### src/rtl/baud_pkg.sv
package baud_pkg;

    localparam int CNT_W   = 8;
    localparam int PRE_DIV = 12;
    localparam int OVS     = 16;
    localparam int PRE_W   = $clog2(PRE_DIV);
    localparam int OVS_W   = $clog2(OVS);
    localparam int N_DIR   = 2;
    localparam int DIR_TX  = 0;
    localparam int DIR_RX  = 1;

    typedef enum logic [1:0] {
        CS_DIV12 = 2'b00,
        CS_FULL  = 2'b01,
        CS_EXT   = 2'b10,
        CS_EXT2  = 2'b11
    } clk_sel_e;

    typedef struct packed {
        logic tick16;
        logic bit_en;
    } rate_out_t;

    function automatic logic at_top(input logic [CNT_W-1:0] v);
        return &v;
    endfunction

endpackage

### src/rtl/count_enable.sv
module count_enable
    import baud_pkg::*;
#(
    parameter int DIV = PRE_DIV
) (
    input  logic       clk,
    input  logic       rst,
    input  clk_sel_e   sel,
    input  logic       ext_in,
    output logic       cnt_en
);
    localparam int DW = (DIV > 1) ? $clog2(DIV) : 1;

    logic [DW-1:0] pre_q;
    logic          pre_hit;
    logic [2:0]    sync_q;
    logic          ext_rise;

    assign pre_hit = (pre_q == DW'(DIV - 1));

    always_ff @(posedge clk) begin
        if (rst) begin
            pre_q <= '0;
        end else if (pre_hit) begin
            pre_q <= '0;
        end else begin
            pre_q <= pre_q + 1'b1;
        end
    end

    always_ff @(posedge clk) begin
        if (rst) begin
            sync_q <= '0;
        end else begin
            sync_q <= {sync_q[1:0], ext_in};
        end
    end

    assign ext_rise = sync_q[1] & ~sync_q[2];

    always_comb begin
        unique case (sel)
            CS_FULL:  cnt_en = 1'b1;
            CS_DIV12: cnt_en = pre_hit;
            default:  cnt_en = ext_rise;
        endcase
    end

endmodule

### src/rtl/reload_timer.sv
module reload_timer
    import baud_pkg::*;
(
    input  logic             clk,
    input  logic             rst,
    input  logic             cnt_en,
    input  logic [CNT_W-1:0] reload_val,
    input  logic             reload_wr,
    output logic [CNT_W-1:0] cnt_q,
    output logic [CNT_W-1:0] reload_q,
    output logic             ovf_q
);
    logic wrap;

    assign wrap = cnt_en & at_top(cnt_q);

    always_ff @(posedge clk) begin
        if (rst) begin
            cnt_q <= '0;
        end else if (wrap) begin
            cnt_q <= reload_q;
        end else if (cnt_en) begin
            cnt_q <= cnt_q + 1'b1;
        end
    end

    always_ff @(posedge clk) begin
        if (rst) begin
            reload_q <= '0;
        end else if (reload_wr) begin
            reload_q <= reload_val;
        end
    end

    always_ff @(posedge clk) begin
        if (rst) begin
            ovf_q <= 1'b0;
        end else begin
            ovf_q <= wrap;
        end
    end

endmodule

### src/rtl/rate_divider.sv
module rate_divider
    import baud_pkg::*;
#(
    parameter int RATIO = OVS
) (
    input  logic      clk,
    input  logic      rst,
    input  logic      tick_in,
    output rate_out_t out_q
);
    localparam int RW = (RATIO > 1) ? $clog2(RATIO) : 1;

    logic [RW-1:0] cnt_q;
    logic          last;

    assign last = (cnt_q == RW'(RATIO - 1));

    always_ff @(posedge clk) begin
        if (rst) begin
            cnt_q <= '0;
        end else if (tick_in) begin
            cnt_q <= last ? '0 : cnt_q + 1'b1;
        end
    end

    always_ff @(posedge clk) begin
        if (rst) begin
            out_q <= '0;
        end else begin
            out_q.tick16 <= tick_in;
            out_q.bit_en <= tick_in & last;
        end
    end

endmodule

### src/rtl/ovf_baud_gen.sv
module ovf_baud_gen
    import baud_pkg::*;
(
    input  logic             clk,
    input  logic             rst,
    input  logic [1:0]       clk_sel,
    input  logic             ext_clk,
    input  logic [CNT_W-1:0] reload_val,
    input  logic             reload_wr,
    input  logic             dbl_speed,
    input  logic             tx_src_sel,
    input  logic             rx_src_sel,
    input  logic             alt_ovf,
    output logic             tmr_ovf,
    output logic             tx_tick16,
    output logic             tx_bit_en,
    output logic             rx_tick16,
    output logic             rx_bit_en
);
    logic             cnt_en;
    logic [CNT_W-1:0] cnt_q;
    logic [CNT_W-1:0] reload_q;
    logic             ovf_q;
    logic             half_q;
    logic             timer_tick;
    logic [N_DIR-1:0] src_sel;
    rate_out_t        path_out [N_DIR];

    count_enable #(.DIV(PRE_DIV)) u_cen (
        .clk    (clk),
        .rst    (rst),
        .sel    (clk_sel_e'(clk_sel)),
        .ext_in (ext_clk),
        .cnt_en (cnt_en)
    );

    reload_timer u_tmr (
        .clk        (clk),
        .rst        (rst),
        .cnt_en     (cnt_en),
        .reload_val (reload_val),
        .reload_wr  (reload_wr),
        .cnt_q      (cnt_q),
        .reload_q   (reload_q),
        .ovf_q      (ovf_q)
    );

    always_ff @(posedge clk) begin
        if (rst) begin
            half_q <= 1'b0;
        end else if (ovf_q) begin
            half_q <= ~half_q;
        end
    end

    assign timer_tick = ovf_q & (dbl_speed | half_q);

    assign src_sel[DIR_TX] = tx_src_sel;
    assign src_sel[DIR_RX] = rx_src_sel;

    for (genvar d = 0; d < N_DIR; d++) begin : g_path
        logic tick_src;
        assign tick_src = src_sel[d] ? alt_ovf : timer_tick;
        rate_divider #(.RATIO(OVS)) u_div (
            .clk     (clk),
            .rst     (rst),
            .tick_in (tick_src),
            .out_q   (path_out[d])
        );
    end

    assign tmr_ovf   = ovf_q;
    assign tx_tick16 = path_out[DIR_TX].tick16;
    assign tx_bit_en = path_out[DIR_TX].bit_en;
    assign rx_tick16 = path_out[DIR_RX].tick16;
    assign rx_bit_en = path_out[DIR_RX].bit_en;

endmodule

### config.mk
export PLATFORM = sky130hd
export DESIGN_NAME = ovf_baud_gen
export DESIGN_NICKNAME = d
export VERILOG_FILES = /design/src/rtl/baud_pkg.sv /design/src/rtl/count_enable.sv /design/src/rtl/reload_timer.sv /design/src/rtl/rate_divider.sv /design/src/rtl/ovf_baud_gen.sv
export SDC_FILE = /design/constraint.sdc
export NUM_CORES = 1
export LEC_CHECK = 0
export CORE_MARGIN = 2
export CORE_UTILIZATION = 52
export CTS_CLUSTER_SIZE = 40
export DETAILED_ROUTE_END_ITERATION = 10
export HOLD_SLACK_MARGIN = 0.15
export PLACE_DENSITY = 0.79
export SYNTH_ARGS = -nofsm -noshare
export SYNTH_HDL_FRONTEND = slang
export SYNTH_HIERARCHICAL = 1
export SYNTH_SLANG_ARGS = --single-unit
### constraint.sdc
create_clock -name clk -period 2.52 [get_ports clk]
set_clock_uncertainty 0.1 [all_clocks]
set_input_delay 0.252 -clock clk [delete_from_list [all_inputs] [get_ports clk]]
set_output_delay 0.252 -clock clk [all_outputs]
set_load 0.01 [all_outputs]
Word level (Yosys, flattened, before mapping). Index checks and enable logic that the tools add are counted. W data, S select, Z words.

Mux-type cells: 7. Equal/unequal tests: 4. $add $sub $neg: 4. Bitwise gates (word level): 8. Reduce and logical (&&, ||, !) cells: 4.

Operator list (count): $mux W8 (2); $add A4 B1 Y4 const B (3); $eq A4 B4 Y1 const B (3); $add A8 B1 Y8 const B (1); $mux W4 (2); $reduce_and A8 Y1 (1); $and A1 B1 Y1 (5); $eq A2 B1 Y1 const B (1); $logic_not A2 Y1 (1); $mux W1 (2); $not A1 Y1 (2); $pmux W1 S2 (1); $reduce_bool A2 Y1 (1); $reduce_or A2 Y1 (1); $or A1 B1 Y1 (1).

Bits in registers: 37. Output and inout bits: 5. Word-level logic and storage cells: 39. Input bits: 18.

Depth between registers and ports, before layout. Gate-level depths: netlist of the first run.

Depth in word-level cells: 5. Gate-level depth with buffers: 9. Mapped depth without buffers: 8.

Cells and area by module. Netlist of the first run, hierarchy kept.

By module, submodules not included: reload_timer (cells an instance 88, seq. area each 340.3 sq um, instances 1, area an instance 784.5 sq um); rate_divider (cells an instance 23, seq. area each 120.1 sq um, instances 2, area an instance 230.2 sq um); count_enable (cells an instance 25, seq. area each 140.1 sq um, instances 1, area an instance 260.2 sq um); ovf_baud_gen (cells an instance 8, seq. area each 20.0 sq um, instances 1, area an instance 55.1 sq um).

Worst setup path before layout of the first run. No wires, ideal clock.

Kind: register to register. From: reg u_cen.pre_q[0]. To: reg u_tmr.cnt_q[0]. Data arrival time: 1.874 ns. Setup slack: 0.406 ns. Clock period less this slack: 2.114 ns. Buffers on the path: 0. Library setup time: 0.140 ns. Stages on the path, launching flop included: 9. Path through: dfxtp_1 -> ha_1 -> and3b_2 -> nor3_1 -> a21oi_1 -> nand2_1 -> or4_1 -> a21oi_1 -> a311oi_1.

Word-level cells in the longest chain between the ends: 4. Elaborated cells between the ends (all ways): 5.

RTL lines: start, declared (RTL line count_enable.sv:14) `logic [DW-1:0] pre_q;`; start signal, assigned (RTL line count_enable.sv:27) `pre_q <= pre_q + 1'b1;`; $eq A4 B4 Y1 * (RTL line count_enable.sv:19) `assign pre_hit = (pre_q == DW'(DIV - 1));`; $pmux W1 S2 * (RTL line count_enable.sv:42) `unique case (sel)`; net cnt_en (RTL line ovf_baud_gen.sv:20) `logic cnt_en;`; $and A1 B1 Y1 (RTL line reload_timer.sv:15) `assign wrap = cnt_en & at_top(cnt_q);`; $mux W8 or $reduce_bool A2 Y1 (tied branches); end signal, assigned (RTL line reload_timer.sv:21) `cnt_q <= reload_q;`; end signal, assigned (RTL line reload_timer.sv:23) `cnt_q <= cnt_q + 1'b1;`; end, declared (RTL line reload_timer.sv:9) `output logic [CNT_W-1:0] cnt_q,`.

The timed path passes the listed nets; every way through them passes the cells marked *. A chain may end at the register's enable or synchronous reset.

Worst setup path after layout of the first run.
From: reg u_cen.pre_q[0]. To: reg u_tmr.cnt_q[1].

The elaborated chain is that of the path after synthesis.

==> flow_metrics.tcl, run 1 <==
set metrics [dict create \
    grt_pass1_vias 1194 \
    hold_end "u_cen/sync_q[1]" \
    rsz0062_at_grt "no" \
    cts.sinks 37 \
    final_util_pct 67.4 \
    syn_to_final_growth_pct 21.1 \
    synth_seq_cells 37 \
    cts_setup_buffers 0 \
    finalHoldViolations 0 \
    die_x_um 58.8 \
    rrSetupSlack_ns 0.17 \
    die_height_um 58.8 \
    ctsHoldBuffers 0 \
    htree_levels 2 \
    layout-drive-gt1-share_pct 8.72 \
    drt-total-wl_mm 3.02 \
    finalCritPeriodShare_pct 93.3 \
    clock_path_buffers 2 \
    grt_max_degree 37 \
    ant_nets 0 \
    start_util_pct 55.6 \
    route.detailed.wl_per_inst_um 13.4 \
    min_period_ns 2.35 \
    cts_root_buffer "clkbuf_4" \
    violations "DRC" \
    drtIter0Drc 51 \
    syn_inst 167 \
    antenna_found_initial 0 \
    worstPathRequired_ns 2.62 \
    place_congestion 0.773 \
    drc 2 \
    first_pass_iters 7 \
    fin_nets 216 \
    end_kind "flop" \
    ir_worst_vdd_mv 0.405 \
    setup_tns_ns 0 \
    hp-start "u_cen/sync_q[0]" \
    r2r-start "u_cen/pre_q[0]" \
    hold_depth 1 \
    slew_violations 0 \
    grt-ovfl-total 0 \
    hold_path.class "flop to flop" \
    path_class "flop to flop" \
    worstPathArrival_ns 2.46 \
    cap_violations 0 \
    startpoint_type "flop" \
    core_mm2 0.00281 \
    dp_hpwl_mm 2.19 \
    setup_viol 0 \
    outcome "finished with violations" \
    synth_async_sr_flop_share_pct 0 \
    synth-seq-area-share_pct 47.5 \
    p_per_area_mw_per_mm2 564 \
    path_max_fanout 7 \
    grt_pass1_wl_mm 4.95 \
    nFillCells 232 \
    synthFlopType "dfxtp_1" \
    tightest_slew_ns 0.478 \
    cts_buffers 5 \
    seq_area_um2 741 \
    synth_edf_count 0 \
    synth_cell_type_count 40 \
    syn_avg_cell_area_um2 9.34 \
    fmax_ghz 0.425 \
    timing.hold.ws_ns 0.355 \
    syn_area_mm2 0.00156 \
    ioPinCount 23 \
    clk_latency_ns 0.32 \
    yosysWarnings 6 \
    cts_tree "yes" \
    diodes 0 \
    vias 1303 \
    reg2reg_to "u_tmr/cnt_q[1]" \
    max_slew_margin_pct 67.9 \
    cts_resized 0 \
    routed_via_density 5.77 \
    rows 19 \
    portBuffers 22 \
    r2r_cells 8 \
    multi_input_area_um2 801 \
    die-area_mm2 0.00345 \
    cts.reportedPaths.clkPinSlew_ns 0.11 \
    grt_util_all_layers_pct 18.7 \
    syn_nets 189 \
    p_leak_nw 0.694 \
]
cell type report:
| class | count | area share, % |
|---|---|---|
| clock inverters | 1 | 0.265 |
| multi-input cells | 125 | 42.4 |
| inverters | 1 | 0.199 |
| flip-flops and latches | 37 | 39.2 |
| clock buffers | 7 | 3.44 |
| repair buffers | 24 | 12.5 |
| well taps | 31 | 2.05 |
per-layer routing:
metal | vias up | wire [µm] | global-route usage (%)
met4 | 0 | 21 | 6.49
met3 | 2 | 169 | 5.49
met5 | - | 0 | 0
met2 | 44 | 1550 | 34.0
met1 | 606 | 1280 | 20.5
li1 | 651 | - | -
worst max-delay path by stage:
| stage | start | endpoint | slack, ns | cells past startpoint |
|---|---|---|---|---|
| 2_1_floorplan | u_cen/pre_q[0] | u_tmr/cnt_q[0] | 0.41 | 8 |
| 3_3_place_gp | u_cen/pre_q[0] | u_tmr/cnt_q[0] | 0.28 | 8 |
| 6_report | u_cen/pre_q[0] | u_tmr/cnt_q[1] | 0.17 | 8 |
| 5_1_grt | u_cen/pre_q[0] | u_tmr/cnt_q[0] | 0.02 | 8 |
| 4_1_cts | u_cen/pre_q[0] | u_tmr/cnt_q[0] | 0.18 | 8 |
| 3_5_place_dp | u_cen/pre_q[0] | u_tmr/cnt_q[0] | 0.18 | 8 |
report_power, final:
part	internal [mW]	switching, mW
Combinational	0.0558	0.0456
Clock	0.162	0.179
Sequential	0.606	0.0181
Total	0.824	0.242
sequential cells by signal, indices dropped and copies added, names as in the netlist:
name	cells
u_tmr/reload_q	8
u_tmr/ovf_q	1
g_path.u_div/cnt_q	8
u_tmr/cnt_q	8
g_path.u_div/out_q	4
u_cen/sync_q	3
half_q	1
u_cen/pre_q	4
critical path, stage by stage, from the launching register on:
cell      delay, ns
dfxtp_1        0.38
ha_1           0.21
and3b_2        0.23
nor3_1         0.05
a21oi_1        0.34
nand3_1        0.24
nor3_4         0.35
mux2i_1        0.26
a211oi_2       0.09
cell usage in the layout (no fill, tap or decap), types with 2 or more instances in the layout:
master | netlist | final
dfxtp_1 | 37 | 37
nor2_1 | 23 | 23
clkdlybuf4s50_1 | 0 | 22
nand2_1 | 13 | 13
mux2i_1 | 13 | 13
a21oi_1 | 10 | 10
nand3_1 | 8 | 8
nor3_1 | 7 | 7
clkbuf_4 | 0 | 5
nand2b_1 | 4 | 4
ha_1 | 4 | 4
nor2b_1 | 4 | 4
o21ai_1 | 3 | 3
xor2_1 | 3 | 3
nand4_1 | 3 | 3
clkbuf_8 | 0 | 2
nand3b_1 | 2 | 2
a41oi_1 | 2 | 2
nor2b_2 | 2 | 2
and2b_1 | 2 | 2
buf_4 | 0 | 2
a311oi_1 | 2 | 2
cells by family after synthesis:
| family | synth area share (%) |
|---|---|
| AND/OR/NAND/NOR | 26.6 |
| flip-flops | 47.5 |
| AO/OA/AOI/OAI | 10.9 |
| multiplexers | 8.34 |
| buffers and inverters | 1.20 |
| XOR/XNOR | 2.25 |
| adder cells (fa/ha/maj) | 3.21 |
cells in the mapped netlist, drive strengths merged, types with 2 or more instances:
library cell   n  area share, %
nor2b          6            2.7
and3           2           0.88
a21oi         10            3.2
dfxtp         37             47
nand4          3            1.2
xor2           3            1.7
nand3          9            3.2
mux2i         13            8.3
clkbuf         4           0.96
nand2         13            3.1
nor3           8            3.3
a211oi         2            1.3
a41oi          2            1.1
and2b          2           0.96
ha             4            3.2
a311oi         2            1.1
nand2b         4            1.6
o21ai          4            1.3
nor2          23            5.5
nand3b         2           0.96
stage by stage:
stage               area, µm²  cells  total power [mW]  worst slack, ns
global placement         1820    218             0.731            0.275
global route             1890    226              1.12           0.0238
floorplan                1560    167             0.687            0.406
CTS                      1890    226              1.08            0.184
detailed placement       1820    218             0.740            0.178
finish                   1890    226              1.07            0.170
Note: power is estimated with default switching activity, not from simulation.
==> inputs of run 2 (changes only) <==
--- a/config.mk
+++ b/config.mk
@@ -5,12 +5,13 @@
 export SDC_FILE = /design/constraint.sdc
 export NUM_CORES = 1
 export LEC_CHECK = 0
+export ABC_AREA = 1
 export CORE_MARGIN = 2
-export CORE_UTILIZATION = 52
+export CORE_UTILIZATION = 53
 export CTS_CLUSTER_SIZE = 40
 export DETAILED_ROUTE_END_ITERATION = 10
 export HOLD_SLACK_MARGIN = 0.15
-export PLACE_DENSITY = 0.79
+export PLACE_DENSITY = 0.8
 export SYNTH_ARGS = -nofsm -noshare
 export SYNTH_HDL_FRONTEND = slang
 export SYNTH_HIERARCHICAL = 1
==> flow_metrics.tcl, run 2 <==
set metrics [dict create \
    min_period_ns 2.00 \
    cpLargestDelayFamily "simple AND/OR/NAND/NOR gates" \
    end_kind "flop" \
    top_regs "g_path.u_div/cnt_q: 8 flops, u_tmr/cnt_q: 8 flops, u_tmr/reload_q: 8 flops" \
    cts.sinks 37 \
    synthAdderAreaFrac_pct 2.98 \
    portBuffers 22 \
    first_pass_iters 4 \
    synthFlopType "dfxtp_1" \
    clk_latency_ns 0.35 \
    cts_buffers 5 \
    dp_hpwl_mm 2.19 \
    start_util_pct 55.4 \
    drt-total-wl_mm 3.05 \
    ctsHoldBuffers 0 \
    crit_chain "ha_1, nand3_2, nand2_1, nand2_1, inv_1, nand3_1, nor2_4, nand2_4, nor2_2, nand2_1, nand2_1, nand2_1, nor2_2" \
    diodes 0 \
    setup_tns_ns 0 \
    path_max_fanout 11 \
    layout_common_cells "nand2_1, dfxtp_1, nor2_1" \
    synth_common_cells "nand2_1, dfxtp_1, nor2_1, inv_1" \
    clock_path_buffers 2 \
    cap_violations 0 \
    layout-drive-gt1-share_pct 9.62 \
    pwr-share-clk_pct 31.3 \
    cts.reportedPaths.clkPinSlew_ns 0.11 \
    ant_nets 0 \
    core_mm2 0.00303 \
    hold_path.class "flop to flop" \
    max_slew_margin_pct 72.8 \
    synth.area.mux_share_pct 0 \
    cp_slowest_cell "dfxtp_1" \
    path_class "flop to flop" \
    die_x_um 60.3 \
    synth_xor_area_share_pct 0.522 \
    cts_setup_buffers 0 \
    seq_power_share_pct 58.6 \
    yosysMostFrequentCell "nand2_1" \
    yosysWarnings 6 \
    finalHoldViolations 0 \
    vias 1487 \
    p_per_area_mw_per_mm2 530 \
    outcome "finished clean" \
    worstPathArrival_ns 2.19 \
    route.detailed.wl_per_inst_um 10.0 \
    switching_share_pct 25.3 \
    cts_resized 0 \
    power.switching_mw 0.270 \
    grt_pass1_wl_mm 5.24 \
    grt_max_degree 13 \
    die_height_um 60.3 \
    routed_via_density 4.89 \
    rsz0062_at_grt "no" \
    crit_buf_inv 1 \
    instances_no_fill 304 \
    synth-compound-area-share_pct 12.8 \
    ioPinCount 23 \
    finalCritPeriodShare_pct 79.2 \
    syn_inst 232 \
    antenna_found_initial 0 \
    synth_edf_count 0 \
    die-area_mm2 0.00363 \
    syn_nets 254 \
    place_congestion 0.844 \
    yosysTopAreaCell "dfxtp_1" \
    syn_avg_cell_area_um2 7.23 \
    synth_seq_cells 37 \
    slew_violations 0 \
    grt_util_all_layers_pct 19.4 \
    cts_root_buffer "clkbuf_4" \
    nFillCells 276 \
    setup_viol 0 \
    cts_tree "yes" \
    worstPathRequired_ns 2.72 \
    drc 0 \
    synth.top_cell.area_share_pct 44.1 \
    synth-seq-area-share_pct 44.1 \
    drtIter0Drc 59 \
    startpoint_type "flop" \
    p_leak_nw 0.841 \
    p_total_mw 1.06 \
    syn_to_final_growth_pct 19.8 \
    ir_worst_vdd_mv 0.302 \
    syn_area_mm2 0.00168 \
    dp_cells 296 \
    grt_pass1_vias 1237 \
    fin_nets 281 \
    htree_levels 2 \
    intPower_mw 0.795 \
    synth_cell_type_count 24 \
    grt-ovfl-total 0 \
    pwr-share-comb_pct 10.1 \
    crit_top_cell "nand2_1" \
    tightest_slew_ns 0.407 \
    rows 20 \
    fmax_ghz 0.501 \
    synth_async_sr_flop_share_pct 0 \
    slowest_delay_ns 0.39 \
    yosys.area_share.simple_pct 31.2 \
    ys_top_cells_by_area "dfxtp_1, nand2_1, nor2_1, inv_1, a21oi_1" \
    synth_top_family_by_area "simple AND/OR/NAND/NOR gates" \
    final_common_cell "nand2_1" \
]
-- run 2: metal layers --
layer	part of all wire (%)	routed length [µm]	GRT usage, %	vias to the layer above
met3	4.9	151	6.49	6
met1	48	1460	25.1	663
met4	1.8	54	7.62	0
met5	0	0	0	-
li1	-	-	-	795
met2	45	1380	29.5	23
-- run 2: logic make-up after synthesis --
| family | Yosys count |
|---|---|
| XOR/XNOR | 1 |
| buffers and inverters | 36 |
| AO/OA/AOI/OAI | 41 |
| flip-flops | 37 |
| adder cells (fa/ha/maj) | 4 |
| AND/OR/NAND/NOR | 113 |
-- run 2: power groups by stage --
stage	Clock (mW)	Sequential, mW	Combinational [mW]
final	0.333	0.624	0.108
after global routing	0.377	0.627	0.123
after CTS	0.347	0.624	0.108
after detailed placement	0	0.637	0.106
after global placement	0	0.637	0.105
after floorplan	0	0.634	0.0611
-- run 2: final cells by class --
class / instances / area (µm²) / area share, %
clock buffer: 6 / 51.3 / 2.55
clock inverter: 2 / 13.8 / 0.685
sequential: 37 / 741 / 36.8
timing repair buffer: 23 / 228 / 11.3
multi-input combinational: 159 / 798 / 39.7
tap: 44 / 55.1 / 2.74
inverter: 33 / 124 / 6.16
-- run 2: through the flow --
stage          utilization, %  instance area [µm²]  hold slack [ns]  setup WS [ns]
2_1_floorplan               -                 1680            0.214          0.919
3_3_place_gp             64.3                 1950            0.291          0.517
3_5_place_dp             64.3                 1950            0.308          0.479
4_1_cts                  66.4                 2010            0.316          0.509
5_1_grt                  66.4                 2010            0.334          0.288
6_report                 66.4                 2010            0.320          0.523
-- run 2: final timing paths --
kind / start / to / slack, ns / depth (start not counted)
setup / recovery: u_cen/pre_q[0] / u_tmr/cnt_q[2] / 0.52 / 13
hold / removal: u_cen/sync_q[0] / u_cen/sync_q[1] / 0.32 / 2
setup reg to reg: u_cen/pre_q[0] / u_tmr/cnt_q[2] / 0.52 / 13
hold reg to reg: u_cen/sync_q[0] / u_cen/sync_q[1] / 0.32 / 2
-- run 2: worst reg2reg max path, stage by stage, from the launching register on --
cell and delay, ns:
dfxtp_1 0.39, ha_1 0.22, nand3_2 0.12, nand2_1 0.07, nand2_1 0.04, inv_1 0.26
nand3_1 0.18, nor2_4 0.17, nand2_4 0.07, nor2_2 0.10, nand2_1 0.06, nand2_1 0.05
nand2_1 0.06, nor2_2 0.07
